==> src/rtl/sar_pkg.sv <==
`timescale 1ns/1ps
package sar_pkg;
  typedef enum logic [1:0] {
    DIV_FAST  = 2'd0,
    DIV_MID   = 2'd1,
    DIV_SLOW  = 2'd2,
    DIV_SLOW2 = 2'd3
  } div_sel_e;

  localparam logic [1:0] ADDR_CTRL = 2'd0;
  localparam logic [1:0] ADDR_FLAG = 2'd1;
  localparam logic [1:0] ADDR_RHI  = 2'd2;
  localparam logic [1:0] ADDR_RLO  = 2'd3;

  localparam int BIT_EN  = 0;
  localparam int BIT_GO  = 1;
  localparam int BIT_FMT = 2;
  localparam int BIT_SEL = 3;
endpackage

==> src/rtl/sar_tad_div.sv <==
`timescale 1ns/1ps
module sar_tad_div
  import sar_pkg::*;
#(
  parameter int DIV_A = 2,
  parameter int DIV_B = 8,
  parameter int DIV_C = 32
) (
  input  logic     clk_i,
  input  logic     rst_ni,
  input  logic     run_i,
  input  logic     clr_i,
  input  div_sel_e sel_i,
  output logic     tick_o
);
  localparam int CW = $clog2(DIV_C);

  logic [CW-1:0] cnt_q, lim;

  always_comb begin
    unique case (sel_i)
      DIV_FAST: lim = CW'(DIV_A - 1);
      DIV_MID:  lim = CW'(DIV_B - 1);
      default:  lim = CW'(DIV_C - 1);
    endcase
  end

  // >= keeps the strobe alive if the select shrinks mid-period
  assign tick_o = run_i & (cnt_q >= lim);

  always_ff @(posedge clk_i or negedge rst_ni) begin
    if (!rst_ni)      cnt_q <= '0;
    else if (clr_i)   cnt_q <= '0;
    else if (!run_i)  cnt_q <= '0;
    else if (tick_o)  cnt_q <= '0;
    else              cnt_q <= cnt_q + 1'b1;
  end
endmodule

==> src/rtl/sar_step.sv <==
`timescale 1ns/1ps
module sar_step #(
  parameter int RES_W = 10
) (
  input  logic             clk_i,
  input  logic             rst_ni,
  input  logic             start_i,
  input  logic             abort_i,
  input  logic             tick_i,
  input  logic             comp_i,
  output logic             busy_o,
  output logic [RES_W-1:0] sar_o,
  output logic             fin_o,
  output logic [RES_W-1:0] res_o
);
  localparam int SW = $clog2(RES_W + 1);
  localparam logic [SW-1:0] LAST = SW'(RES_W);

  logic             busy_q;
  logic [SW-1:0]    step_q;
  logic [RES_W-1:0] sar_q, sar_nxt;

  // step 0: place MSB trial; step k: decide bit RES_W-k, place next trial
  always_comb begin
    sar_nxt = sar_q;
    if (step_q == '0) begin
      sar_nxt[RES_W-1] = 1'b1;
    end else begin
      for (int i = 0; i < RES_W; i++) begin
        if (i == RES_W - int'(step_q) && !comp_i) sar_nxt[i] = 1'b0;
      end
      for (int i = 0; i < RES_W - 1; i++) begin
        if (i + 1 == RES_W - int'(step_q)) sar_nxt[i] = 1'b1;
      end
    end
  end

  assign fin_o  = busy_q & tick_i & ~abort_i & (step_q == LAST);
  assign res_o  = sar_nxt;
  assign busy_o = busy_q;
  assign sar_o  = sar_q;

  always_ff @(posedge clk_i or negedge rst_ni) begin
    if (!rst_ni) begin
      busy_q <= 1'b0;
      step_q <= '0;
      sar_q  <= '0;
    end else if (start_i) begin
      busy_q <= 1'b1;
      step_q <= '0;
      sar_q  <= '0;
    end else if (abort_i) begin
      busy_q <= 1'b0;
      step_q <= '0;
      sar_q  <= '0;
    end else if (busy_q && tick_i) begin
      sar_q <= sar_nxt;
      if (step_q == LAST) begin
        busy_q <= 1'b0;
        step_q <= '0;
      end else begin
        step_q <= step_q + 1'b1;
      end
    end
  end
endmodule

==> src/rtl/sar_justify.sv <==
`timescale 1ns/1ps
module sar_justify #(
  parameter int RES_W = 10,
  parameter int REG_W = 8
) (
  input  logic [RES_W-1:0] res_i,
  input  logic             right_i,
  output logic [REG_W-1:0] hi_o,
  output logic [REG_W-1:0] lo_o
);
  localparam int PW  = 2 * REG_W;
  localparam int PAD = PW - RES_W;

  logic [PW-1:0] pair;

  assign pair = right_i ? PW'(res_i) : {res_i, {PAD{1'b0}}};
  assign hi_o = pair[PW-1:REG_W];
  assign lo_o = pair[REG_W-1:0];
endmodule

==> src/rtl/sar_seq.sv <==
`timescale 1ns/1ps
module sar_seq
  import sar_pkg::*;
#(
  parameter int RES_W = 10,
  parameter int REG_W = 8,
  parameter int DIV_A = 2,
  parameter int DIV_B = 8,
  parameter int DIV_C = 32
) (
  input  logic             clk_i,
  input  logic             rst_ni,
  input  logic             wr_en_i,
  input  logic [1:0]       wr_addr_i,
  input  logic [REG_W-1:0] wr_data_i,
  input  logic             comp_i,
  output logic [RES_W-1:0] sar_o,
  output logic             sh_connect_o,
  output logic             busy_o,
  output logic             done_o,
  output logic [REG_W-1:0] res_hi_o,
  output logic [REG_W-1:0] res_lo_o
);
  logic       en_q, fmt_q, done_q;
  div_sel_e   sel_q;
  logic [REG_W-1:0] hi_q, lo_q, hi_fmt, lo_fmt;
  logic       wr_ctrl, wr_flag, wr_hi, wr_lo;
  logic       start, abort, tick, fin, busy;
  logic [RES_W-1:0] res;

  assign wr_ctrl = wr_en_i && (wr_addr_i == ADDR_CTRL);
  assign wr_flag = wr_en_i && (wr_addr_i == ADDR_FLAG);
  assign wr_hi   = wr_en_i && (wr_addr_i == ADDR_RHI);
  assign wr_lo   = wr_en_i && (wr_addr_i == ADDR_RLO);

  // start only counts when already enabled before this write
  assign start = wr_ctrl & wr_data_i[BIT_EN] & wr_data_i[BIT_GO] & en_q & ~busy;
  assign abort = wr_ctrl & busy & (~wr_data_i[BIT_GO] | ~wr_data_i[BIT_EN]);

  sar_tad_div #(.DIV_A(DIV_A), .DIV_B(DIV_B), .DIV_C(DIV_C)) u_div (
    .clk_i  (clk_i),
    .rst_ni (rst_ni),
    .run_i  (busy),
    .clr_i  (start),
    .sel_i  (sel_q),
    .tick_o (tick)
  );

  sar_step #(.RES_W(RES_W)) u_step (
    .clk_i   (clk_i),
    .rst_ni  (rst_ni),
    .start_i (start),
    .abort_i (abort),
    .tick_i  (tick),
    .comp_i  (comp_i),
    .busy_o  (busy),
    .sar_o   (sar_o),
    .fin_o   (fin),
    .res_o   (res)
  );

  sar_justify #(.RES_W(RES_W), .REG_W(REG_W)) u_fmt (
    .res_i   (res),
    .right_i (fmt_q),
    .hi_o    (hi_fmt),
    .lo_o    (lo_fmt)
  );

  always_ff @(posedge clk_i or negedge rst_ni) begin
    if (!rst_ni) begin
      en_q  <= 1'b0;
      fmt_q <= 1'b0;
      sel_q <= DIV_FAST;
    end else if (wr_ctrl) begin
      en_q  <= wr_data_i[BIT_EN];
      fmt_q <= wr_data_i[BIT_FMT];
      sel_q <= div_sel_e'(wr_data_i[BIT_SEL +: 2]);
    end
  end

  always_ff @(posedge clk_i or negedge rst_ni) begin
    if (!rst_ni)                      done_q <= 1'b0;
    else if (fin)                     done_q <= 1'b1;
    else if (wr_flag && !wr_data_i[0]) done_q <= 1'b0;
  end

  // completion beats a same-cycle software write
  always_ff @(posedge clk_i or negedge rst_ni) begin
    if (!rst_ni) begin
      hi_q <= '0;
      lo_q <= '0;
    end else if (fin) begin
      hi_q <= hi_fmt;
      lo_q <= lo_fmt;
    end else begin
      if (wr_hi) hi_q <= wr_data_i;
      if (wr_lo) lo_q <= wr_data_i;
    end
  end

  assign busy_o       = busy;
  assign done_o       = done_q;
  assign sh_connect_o = en_q & ~busy;
  assign res_hi_o     = hi_q;
  assign res_lo_o     = lo_q;
endmodule

==> config.mk <==
export PLATFORM = sky130hd
export DESIGN_NAME = sar_seq
export DESIGN_NICKNAME = d
export VERILOG_FILES = /design/src/rtl/sar_pkg.sv /design/src/rtl/sar_tad_div.sv /design/src/rtl/sar_step.sv /design/src/rtl/sar_justify.sv /design/src/rtl/sar_seq.sv
export SDC_FILE = /design/constraint.sdc
export NUM_CORES = 1
export LEC_CHECK = 0
export BUFFER_PORTS_ARGS = -buffer_cell sky130_fd_sc_hd__clkbuf_2
export CORE_ASPECT_RATIO = 0.5
export CORE_UTILIZATION = 45
export DETAILED_ROUTE_END_ITERATION = 6
export PLACE_DENSITY = 0.78
export SETUP_SLACK_MARGIN = 0.3
export SYNTH_ARGS = -nofsm -noshare
export SYNTH_HDL_FRONTEND = slang
export SYNTH_SLANG_ARGS = --single-unit
==> constraint.sdc <==
create_clock -name clk_i -period 2.6 [get_ports clk_i]
set_input_delay 0.13 -clock clk_i [delete_from_list [all_inputs] [get_ports clk_i]]
set_output_delay 0.13 -clock clk_i [all_outputs]
set_load 0.02 [all_outputs]
==> results of run 1 <==
==> state kept, by name, indices dropped and copies added (netlist names) <==
register	flops
res_hi_o	8
res_lo_o	8
u_step.step_q	4
fmt_q	1
done_o	1
u_step.busy_o	1
u_div.cnt_q	5
sel_q	2
u_step.sar_o	10
en_q	1
==> path summary, 6_finish.rpt <==
path,to,slack (ns),depth (start not counted)
setup / recovery,u_step.busy_o,0.46,6
hold / removal,res_hi_o[0],-0.007,1
setup reg to reg,u_step.busy_o,0.46,6
hold reg to reg,done_o,0.50,2
max in group asynchronous,u_step.step_q[1],1.97,1
min in group clk_i,sel_q[0],0.10,2
==> synth_stat cells (all sizes together) (3+ instances only) <==
master	instances	area, um2
dfrtp	41	1026
nand3	8	40.04
mux2	5	56.30
a21oi	14	70.07
inv	8	30.03
o31ai	3	22.52
nor3	11	55.05
buf	7	42.54
nor2	13	48.80
o21ai	14	70.06
or4b	3	30.03
a211oi	3	22.52
nand2b	7	43.79
nand4	3	18.77
ha	5	62.56
nand2	12	45.04
clkbuf	8	30.03
mux2i	33	330.3
nor2b	4	25.02
==> stage by stage <==
| stage | area [um2] | std cells | hold slack (ns) | power, mW | utilization |
|---|---|---|---|---|---|
| 3_3_place_gp | 2658 | 343 | 0.3339 | 2.184 | 0.5315 |
| 2_1_floorplan | 2372 | 238 | -0.1656 | 1.816 | - |
| 6_report | 2759 | 351 | -0.006958 | 2.704 | 0.5518 |
| 5_1_grt | 2759 | 351 | 0.09372 | 2.879 | 0.5518 |
| 4_1_cts | 2759 | 351 | 0.03457 | 2.696 | 0.5518 |
| 3_5_place_dp | 2658 | 343 | 0.3605 | 2.226 | 0.5315 |
==> layout make-up <==
| class | count | share of cell area |
|---|---|---|
| Sequential cell | 41 | 0.3719 |
| Clock buffer | 7 | 0.03492 |
| Multi-Input combinational cell | 174 | 0.4508 |
| Inverter | 8 | 0.01088 |
| Clock inverter | 1 | 0.001814 |
| Timing Repair Buffer | 50 | 0.09796 |
| Tap cell | 70 | 0.03175 |
==> cell families (layout without fill, tap and decap cells) <==
family / after synthesis / after routing / share of synthesized area
compound gates: 54 / 54 / 0.1498
xor+xnor: 3 / 3 / 0.01108
simple gates: 74 / 74 / 0.1741
flops: 41 / 41 / 0.4325
buf+inv: 23 / 66 / 0.04325
mux: 38 / 38 / 0.1630
fa+ha+maj: 5 / 5 / 0.02637
==> power breakdown <==
part | switching (mW) | total (mW) | internal, mW
Clock | 0.233 | 0.473 | 0.240
Combinational | 0.712 | 1.18 | 0.467
Sequential | 0.239 | 1.05 | 0.812
Total | 1.18 | 2.70 | 1.52
==> metal layers <==
layer | wire (um) | part of all wire | up-vias
li1 | - | - | 965
met1 | 2716 | 0.47 | 1017
met2 | 2682 | 0.46 | 60
met3 | 334 | 0.058 | 9
met4 | 68 | 0.012 | 0
met5 | 0 | 0 | -
==> impl_results.md, run 1 <==
- Clock-pin slew on the worst setup and hold paths: 0.08 ns
- Port Buf Inserts: 42
- Largest delay share family, worst path: compound AO/OA/AOI/OAI gates
- Final period util: 0.8237
- Critical R2R Launch: sel_q[1]
- Startpoint types: flop
- Iteration-0 DRC Markers: 168
- Max Clk Rate: 467.0 MHz
- Initial antenna violation count: 0
- Data arrival time of the worst path: 2.35 ns
- Leading cell type in the layout, fill and taps excluded: clkbuf_2
- Status: finished, violations left
- Core area: 5000 um2
- Seq cells post-synth: 41
- Post-CTS sizing: 0
- Gp weighted congestion: 0.8614
- TritonRoute pass-1 iters: 4
- Most frequent cells in the layout: clkbuf_2 (42), dfrtp_1 (41), mux2i_1 (33), a21oi_1 (14)
- Worst setup margin: 0.4584 ns
- Final ANT Viol Nets: 0
- Total gr overflow: 0
- Crit Path Class: flop to flop
- Final Hold Fails: 11
- Die ar.: 5584 um2
- Fin Hold WS: -0.006958 ns
- Sequential Area: 1026 um2
- H-tree depth: 2
- Root Buffer Master: clkbuf_8
- Endpoints failing setup: 0
- Worst-path maximum fanout: 15
- Ys flop type: dfrtp_1
- Fin crit period: 2.142 ns
- Lkg Pwr: 1.380 nW
- Post-synth EDFFs: 0
- Largest net degree at the start of global routing: 42
- Worst Setup End Kind: flop
- Post-DP HPWL: 4160 um
- Hold Path Class: input pin to asynchronous set/reset pin
- Worst vdd ir: 0.4222 mV
- Worst-Skew Late Latency: 0.30 ns
- RSZ-0062 raised after global routing: false
- Setup TNS: 0 ns
- Routed wire length: 5802 um
- Power Density: 980.0 nW/um2
- Setup Slack @ Placement: 0.4827 ns
- CTS Buf Count: 5
- Drt wl/cell: 16.53 um
- Synthesized Nets: 257
- YS warnings: 0
- Async S/R FF share, synth: 1.000
- Layout area overhead: 16.30%
- M2 GR Usage: 0.3720
- Cell Area, Synth: 2372 um2
- Fillers: 453
- Cts hold-fix bufs: 0
- Initial Utilization: 0.4745
- Slew HR: 0.3093
- Cells after Synth: 238
- Worst Tran Pin Value: 1.036 ns
- Vias in the first global route: 1878
- Required time worst endpoint: 2.81 ns
- Area of the multi-input gates: 1244 um2
- Clock Tree Buf Depth: 2
- Critical Path Slowest Stage Cell: o21a_1
- Yosys cell types: 49
- All-Layer GR Usage: 0.2180
- I/O Pins: 43
- Site Rows: 18
- First-pass GRT wire length: 9301 um
- Nets: 299
- Via/cell ratio: 5.843
- Critical path launch point: sel_q[1]
- Worst-path cell chain: nor2_1 > ha_1 > a211oi_1 > o21a_1 > nor2_1 > a211oi_1
- Final Max Slew Viols: 0
- # DRC: 0
- Gr busiest metal: met2
- Antenna diodes: 0
- Final Skew: 0.005350 ns
- Total vias in the final route: 2051
- Failing checks: hold timing
- Met3 Track Usage GR: 0.05172
- CTS tree: yes
- Buffers & Inverters on Critical Path: 0
- Clk sinks: 41
- MaxCap Viol Count: 0
- Register area share after synthesis: 0.4325
- CP peak stage delay: 0.53 ns
- GRT met1 Usage: 0.2821
- Ratio of cells with drive above 1 in the final layout: 0.2313
- Die W: 104.7 um
- Die H: 53.34 um
- Avg Inst Size Synth: 9.968 um2
- Post-CTS Setup Bufs: 0
No activity file was read; power rests on OpenSTA's default activity.
==> inputs of run 2 (changes only) <==
==> constraint.sdc (replaced) <==
create_clock -name clk_i -period 2.06 [get_ports clk_i]
set_input_delay 0.103 -clock clk_i [delete_from_list [all_inputs] [get_ports clk_i]]
set_output_delay 0.103 -clock clk_i [all_outputs]
set_load 0.02 [all_outputs]
==> run 2 against run 1 <==
Net effect:
- the flow now finishes without violations
- non-clock buffer count grew 23
- wire length grew 18%
- combinational power increased by 61%
- register-to-register slack got worse by 0.33 ns
- total power is 45% higher
- count of clock-buffer cells in the layout fell by 1
- sequential power rose by 27%
- clock power grew 48%
- via count rose by 9.8%
- final area rose by 14%
- sequential share of layout area down 4.4 points
- largest power group unchanged
==> impl_results.md, run 2 (synthesized netlist as in run 1, its figures left out) <==
- Final period util: 0.9396 (was 0.8237)
- Final ANT Viol Nets: 0 (unchanged)
- Power Density: 1254 nW/um2 (was 980.0 nW/um2)
- Gp weighted congestion: 0.9212 (was 0.8614)
- Largest net degree at the start of global routing: 19 (was 42)
- Met3 wire length: 531 um (was 334 um)
- Most frequent cells in the layout: clkbuf_2 (42), dfrtp_1 (38), mux2i_1 (32), buf_4 (20) (was clkbuf_2 (42), dfrtp_1 (41), mux2i_1 (33), a21oi_1 (14))
- Worst setup margin: 0.1245 ns (was 0.4584 ns)
- Port Buf Inserts: 42 (unchanged)
- Worst reg2reg path endpoint: u_step.step_q[0] (was u_step.busy_o)
- Crit path to: u_step.step_q[0] (was u_step.busy_o)
- Lkg Pwr: 1.526 nW (was 1.380 nW)
- TritonRoute pass-1 iters: 5 (was 4)
- Via/cell ratio: 6.019 (was 5.843)
- CP peak stage delay: 0.54 ns (was 0.53 ns)
- Drt wl/cell: 18.37 um (was 16.53 um)
- Die ar.: 5584 um2 (unchanged)
- Worst Tran Pin Value: 0.6127 ns (was 1.036 ns)
- Clk sinks: 41 (unchanged)
- Leading cell type in the layout, fill and taps excluded: clkbuf_2 (unchanged)
- Vias in the first global route: 2096 (was 1878)
- Final Hold Fails: 0 (was 11)
- First-pass GRT wire length: 10060 um (was 9301 um)
- Initial antenna violation count: 0 (unchanged)
- Worst-path cell chain: nor2_4 > ha_2 > o21ai_2 > o21a_2 > or4_1 > a21oi_1 (was nor2_1 > ha_1 > a211oi_1 > o21a_1 > nor2_1 > a211oi_1)
- Worst r2r path cells: 6 (unchanged)
- Max layer used: met4 (unchanged)
- Die H: 53.34 um (unchanged)
- CTS tree: yes (unchanged)
- MaxCap Viol Count: 0 (unchanged)
- RSZ-0062 raised after global routing: true (was false)
- Final Skew: 0.008423 ns (was 0.005350 ns)
- Antenna diodes: 0 (unchanged)
- H-tree depth: 2 (unchanged)
- Clock-pin slew on the worst setup and hold paths: 0.09 ns (was 0.08 ns)
- Setup Slack @ Placement: 0.07083 ns (was 0.4827 ns)
- Total gr overflow: 0 (unchanged)
- Buffers & Inverters on Critical Path: 0 (unchanged)
- Post-DP HPWL: 4540 um (was 4160 um)
- I/O Pins: 43 (unchanged)
- Startpoint types: flop (unchanged)
- Final Max Slew Viols: 0 (unchanged)
- Fin Hold WS: 0.06578 ns (was -0.006958 ns)
- Clock Tree Buf Depth: 2 (unchanged)
- Fin crit period: 1.936 ns (was 2.142 ns)
- Site Rows: 18 (unchanged)
- Initial Utilization: 0.4745 (unchanged)
- CP Depth: 6 (unchanged)
- Routed wire length: 6870 um (was 5802 um)
- Core area: 5000 um2 (unchanged)
- Setup TNS: 0 ns (unchanged)
- Slew HR: 0.5903 (was 0.3093)
- Layout area overhead: 32.23% (was 16.30%)
- Worst-path maximum fanout: 5 (was 15)
- Hold Path Class: input pin to flop (was input pin to asynchronous set/reset pin)
- CTS Buf Count: 5 (unchanged)
- Largest register FFs: 10 (unchanged)
- Nets: 322 (was 299)
- Iteration-0 DRC Markers: 157 (was 168)
- All-Layer GR Usage: 0.2392 (was 0.2180)
- Status: finished clean (was finished, violations left)
- Worst vdd ir: 0.4669 mV (was 0.4222 mV)
- Met1 wire length: 2823 um (was 2716 um)
- Data arrival time of the worst path: 2.16 ns (was 2.35 ns)
- Total vias in the final route: 2251 (was 2051)
- Met2 routed WL: 3321 um (was 2682 um)
- Critical Path Slowest Stage Cell: or4_1 (was o21a_1)
- Critical R2R Launch: sel_q[1] (unchanged)
- Endpoints failing setup: 0 (unchanged)
- Worst Setup End Kind: flop (unchanged)
- Required time worst endpoint: 2.28 ns (was 2.81 ns)
- # DRC: 0 (unchanged)
- Max Clk Rate: 516.7 MHz (was 467.0 MHz)
- Crit Path Class: flop to flop (unchanged)
- Largest delay share family, worst path: simple AND/OR/NAND/NOR gates (was compound AO/OA/AOI/OAI gates)
- Critical path launch point: sel_q[1] (unchanged)
- Worst-Skew Late Latency: 0.31 ns (was 0.30 ns)
- Flop-to-flop setup slack: 0.12 ns (was 0.46 ns)
- Die W: 104.7 um (unchanged)
- Ratio of cells with drive above 1 in the final layout: 0.3750 (was 0.2313)
- Root Buffer Master: clkbuf_8 (unchanged)
==> run 2: cell count changes in the layout (fill, tap and decap cells not counted), moves of 3 or more <==
cell	previous run	this run
buf_4	8	20
a21oi_2	0	3
a21oi_1	14	11
o21ai_2	0	6
o21ai_0	13	7
dfrtp_2	0	3
dfrtp_1	41	38
buf_6	0	8
==> run 2: report_power, final <==
group	internal (mW)	total, mW	switching (mW)	leakage, nW
clock	0.394	0.701	0.307	0.0574
combinational	0.791	1.90	1.11	0.961
sequential	1.03	1.33	0.296	0.508
==> run 2: cell type report <==
| cell class | count | area (um2) |
|---|---|---|
| Fill cell | 369 | 1863 |
| Multi-Input combinational cell | 174 | 1374 |
| Sequential cell | 41 | 1030 |
| Timing Repair Buffer | 73 | 495.5 |
| Tap cell | 70 | 87.58 |
| Clock buffer | 6 | 82.58 |
| Clock inverter | 2 | 37.54 |
| Inverter | 8 | 30.03 |
==> run 2: worst min-delay path by stage <==
stage               slack, ns         start          end  cells after the start
floorplan               -0.19        rst_ni       done_o                      0
global placement         0.04        rst_ni  res_lo_o[5]                      1
detailed placement       0.05        rst_ni  res_lo_o[5]                      1
CTS                      0.07  wr_data_i[2]        fmt_q                      2
global route             0.08  wr_data_i[2]        fmt_q                      2
finish                   0.07  wr_data_i[2]        fmt_q                      2
==> run 2: stage by stage <==
step | instance area (um2) | util | power, mW | cells
3_3_place_gp | 2740 | 0.5480 | 2.849 | 352
2_1_floorplan | 2391 | - | 2.307 | 238
3_5_place_dp | 2740 | 0.5480 | 2.900 | 352
5_1_grt | 3137 | 0.6274 | 4.125 | 374
4_1_cts | 2957 | 0.5913 | 3.613 | 367
6_report | 3137 | 0.6274 | 3.933 | 374
==> run 2: repair_timing <==
item,in CTS,in global routing
setup endpoints to repair,35,37
gates resized for setup,10,32
endpoints found under the hold margin,13,0
pin swaps,4,18
hold buffers,1,0
buffers inserted,6,7
==> run 2: layer usage <==
layer | track usage | vias to the layer above
li1 | - | 1003
met5 | 0 | -
met4 | 0.07746 | 0
met2 | 0.4327 | 120
met3 | 0.05172 | 31
met1 | 0.2920 | 1097
==> run 2: worst register-to-register path, cell delays in order (launching register included) <==
cell	delay [ns]
dfrtp_1	0.42
nor2_4	0.15
ha_2	0.24
o21ai_2	0.10
o21a_2	0.26
or4_1	0.54
a21oi_1	0.14
==> inputs of run 3 (changes only) <==
--- a/config.mk
+++ b/config.mk
@@ -8,8 +8,9 @@
 export BUFFER_PORTS_ARGS = -buffer_cell sky130_fd_sc_hd__clkbuf_2
 export CORE_ASPECT_RATIO = 0.5
 export CORE_UTILIZATION = 45
+export CTS_BUF_LIST = sky130_fd_sc_hd__clkbuf_2 sky130_fd_sc_hd__clkbuf_4 sky130_fd_sc_hd__clkbuf_8
 export DETAILED_ROUTE_END_ITERATION = 6
-export PLACE_DENSITY = 0.78
+export PLACE_DENSITY = 0.71
 export SETUP_SLACK_MARGIN = 0.3
 export SYNTH_ARGS = -nofsm -noshare
 export SYNTH_HDL_FRONTEND = slang
==> run 3 against run 2 <==
Net effect:
- first-iteration DRC count up 47%
- clock power is 14% lower
- count of clock-buffer cells in the layout up 1
- worst setup slack better by 0.030 ns
- die area unchanged
- via count down 6.0%
- final area fell by 3.4%
- largest cell class unchanged
==> impl_results.md, run 3 (synthesized netlist as in run 1, its figures left out) <==
- RSZ-0062 raised after global routing: true (unchanged)
- Worst r2r path cells: 7 (was 6)
- First-pass GRT wire length: 10040 um (was 10060 um)
- All-Layer GR Usage: 0.2364 (was 0.2392)
- Final Hold Fails: 0 (unchanged)
- Core area: 5000 um2 (unchanged)
- MaxCap Viol Count: 0 (unchanged)
- Met3 wire length: 469 um (was 531 um)
- Sw power: 1.641 mW (was 1.716 mW)
- Hold Path Class: input pin to flop (unchanged)
- H-tree depth: 2 (unchanged)
- Required time worst endpoint: 2.24 ns (was 2.28 ns)
- Switch share: 0.4416 (was 0.4363)
- Root Buffer Master: clkbuf_8 (unchanged)
- Inst Count DP: 352 (unchanged)
- Max layer used: met4 (unchanged)
- Initial Utilization: 0.4745 (unchanged)
- Initial antenna violation count: 0 (unchanged)
- Total vias in the final route: 2115 (was 2251)
- I/O Pins: 43 (unchanged)
- Worst setup margin: 0.1543 ns (was 0.1245 ns)
- Largest net degree at the start of global routing: 19 (unchanged)
- Gate power share: 0.485 (was 0.484)
- Ratio of cells with drive above 1 in the final layout: 0.3468 (was 0.3750)
- Port Buf Inserts: 42 (unchanged)
- Endpoints failing setup: 0 (unchanged)
- # DRC: 0 (unchanged)
- Leading cell type in the layout, fill and taps excluded: clkbuf_2 (unchanged)
- Total power: 3.715 mW (was 3.933 mW)
- Clk pwr share: 0.163 (was 0.178)
- Iteration-0 DRC Markers: 231 (was 157)
- Worst Setup End Kind: flop (unchanged)
- Layout area overhead: 27.69% (was 32.23%)
- Clock Tree Buf Depth: 2 (unchanged)
- Crit Path Class: flop to flop (unchanged)
- Fin cells: 367 (was 374)
- Gp weighted congestion: 0.9194 (was 0.9212)
- Int Power: 2.074 mW (was 2.217 mW)
- Setup Slack @ Placement: 0.08786 ns (was 0.07083 ns)
- Startpoint types: flop (unchanged)
- Worst Tran Pin Value: 0.6270 ns (was 0.6127 ns)
- Nets: 315 (was 322)
- Lkg Pwr: 1.496 nW (was 1.526 nW)
- Worst-Skew Late Latency: 0.30 ns (was 0.31 ns)
- Antenna diodes: 0 (unchanged)
- Flop-to-flop setup slack: 0.15 ns (was 0.12 ns)
- Final ANT Viol Nets: 0 (unchanged)
- Worst hold start: wr_data_i[4] (was wr_data_i[2])
- TritonRoute pass-1 iters: 4 (was 5)
- Routed wire length: 6478 um (was 6870 um)
- Worst-path maximum fanout: 3 (was 5)
- Layout Utilization: 0.6059 (was 0.6274)
- Slew HR: 0.5807 (was 0.5903)
- Hold Path End: sel_q[1] (was fmt_q)
- Fin crit period: 1.906 ns (was 1.936 ns)
- Worst hold stages: 3 (was 2)
- Setup TNS: 0 ns (unchanged)
- Post-DP HPWL: 4483 um (was 4540 um)
- Final Skew: 0.009809 ns (was 0.008423 ns)
- Clk sinks: 41 (unchanged)
- Final period util: 0.9251 (was 0.9396)
- Met2 routed WL: 2922 um (was 3321 um)
- Worst reg2reg path endpoint: res_hi_o[5] (was u_step.step_q[0])
- Clock-pin slew on the worst setup and hold paths: 0.09 ns (about the same)
- Drt wl/cell: 17.65 um (was 18.37 um)
- Critical R2R Launch: sel_q[0] (was sel_q[1])
- Final Max Slew Viols: 0 (unchanged)
- Die W: 104.7 um (unchanged)
- Via/cell ratio: 5.763 (was 6.019)
- Die ar.: 5584 um2 (unchanged)
- Largest register FFs: 10 (unchanged)
- CTS Buf Count: 5 (unchanged)
- Die H: 53.34 um (unchanged)
- Max Clk Rate: 524.7 MHz (was 516.7 MHz)
- Power Density: 1227 nW/um2 (was 1254 nW/um2)
- Design area: 3029 um2 (was 3137 um2)
- Met1 wire length: 3067 um (was 2823 um)
- Vias in the first global route: 1941 (was 2096)
- Data arrival time of the worst path: 2.09 ns (was 2.16 ns)
- Post-DP Area: 2740 um2 (unchanged)
- Status: finished clean (unchanged)
- Fin Hold WS: 0.09158 ns (was 0.06578 ns)
- CTS tree: yes (unchanged)
- Most frequent cells in the layout: clkbuf_2 (42), dfrtp_1 (38), mux2i_1 (33), buf_4 (19), a21oi_1 (14) (was clkbuf_2 (42), dfrtp_1 (38), mux2i_1 (32), buf_4 (20))
- Worst vdd ir: 0.4637 mV (was 0.4669 mV)
- Site Rows: 18 (unchanged)
- Total gr overflow: 0 (unchanged)
- Reg power frac: 0.352 (was 0.338)
[run 3: cell types whose count changed in the layout (fill, tap and decap cells not counted), sizes merged]
cell / previous run / this run
buf: 30 / 22
clkbuf: 48 / 50
bufinv: 1 / 0
clkinv: 0 / 1
clkinvlp: 1 / 0
[run 3: worst max path at each step]
stage	slack, ns	endpoint	depth (start not counted)	start
2_1_floorplan	0.31	res_hi_o[5]	7	sel_q[0]
3_3_place_gp	0.15	u_step.step_q[0]	6	sel_q[0]
3_5_place_dp	0.09	u_step.sar_o[7]	6	sel_q[0]
4_1_cts	0.19	res_hi_o[7]	7	sel_q[0]
5_1_grt	0.08	res_hi_o[5]	7	sel_q[0]
6_report	0.15	res_hi_o[5]	7	sel_q[0]
[run 3: layout make-up]
type | instances | area (um2)
Multi-Input combinational cell | 174 | 1350
Timing Repair Buffer | 66 | 430.4
Clock buffer | 7 | 96.34
Inverter | 8 | 30.03
Fill cell | 425 | 1971
Sequential cell | 41 | 1030
Clock inverter | 1 | 5.005
Tap cell | 70 | 87.58
[run 3: power by group through the flow]
stage / Clock, mW / Sequential [mW] / Combinational (mW)
floorplan: 0 / 1.39 / 0.913
global placement: 0 / 1.28 / 1.59
detailed placement: 0 / 1.29 / 1.62
CTS: 0.606 / 1.29 / 1.67
global route: 0.644 / 1.35 / 1.94
finish: 0.605 / 1.31 / 1.80
[run 3: per-layer routing]
metal	track usage	up-vias
met5	0	-
met4	0.04460	0
met3	0.04433	4
met2	0.3653	68
met1	0.3457	1043
li1	-	1000
[run 3: critical path, stage by stage, from the launching register on]
cell	delay (ns)
dfrtp_1	0.39
nor2_2	0.14
ha_1	0.28
a211oi_4	0.27
o21ai_2	0.09
nand4_1	0.18
buf_4	0.16
mux2_4	0.28
[run 3: timing repair]
item,CTS,global route
setup buffers,2,3
cloned,0,1
resized for setup,11,18
endpoints found under the hold margin,14,0
endpoints found under the setup margin,32,37
hold buffers,1,0
pin swaps,5,17
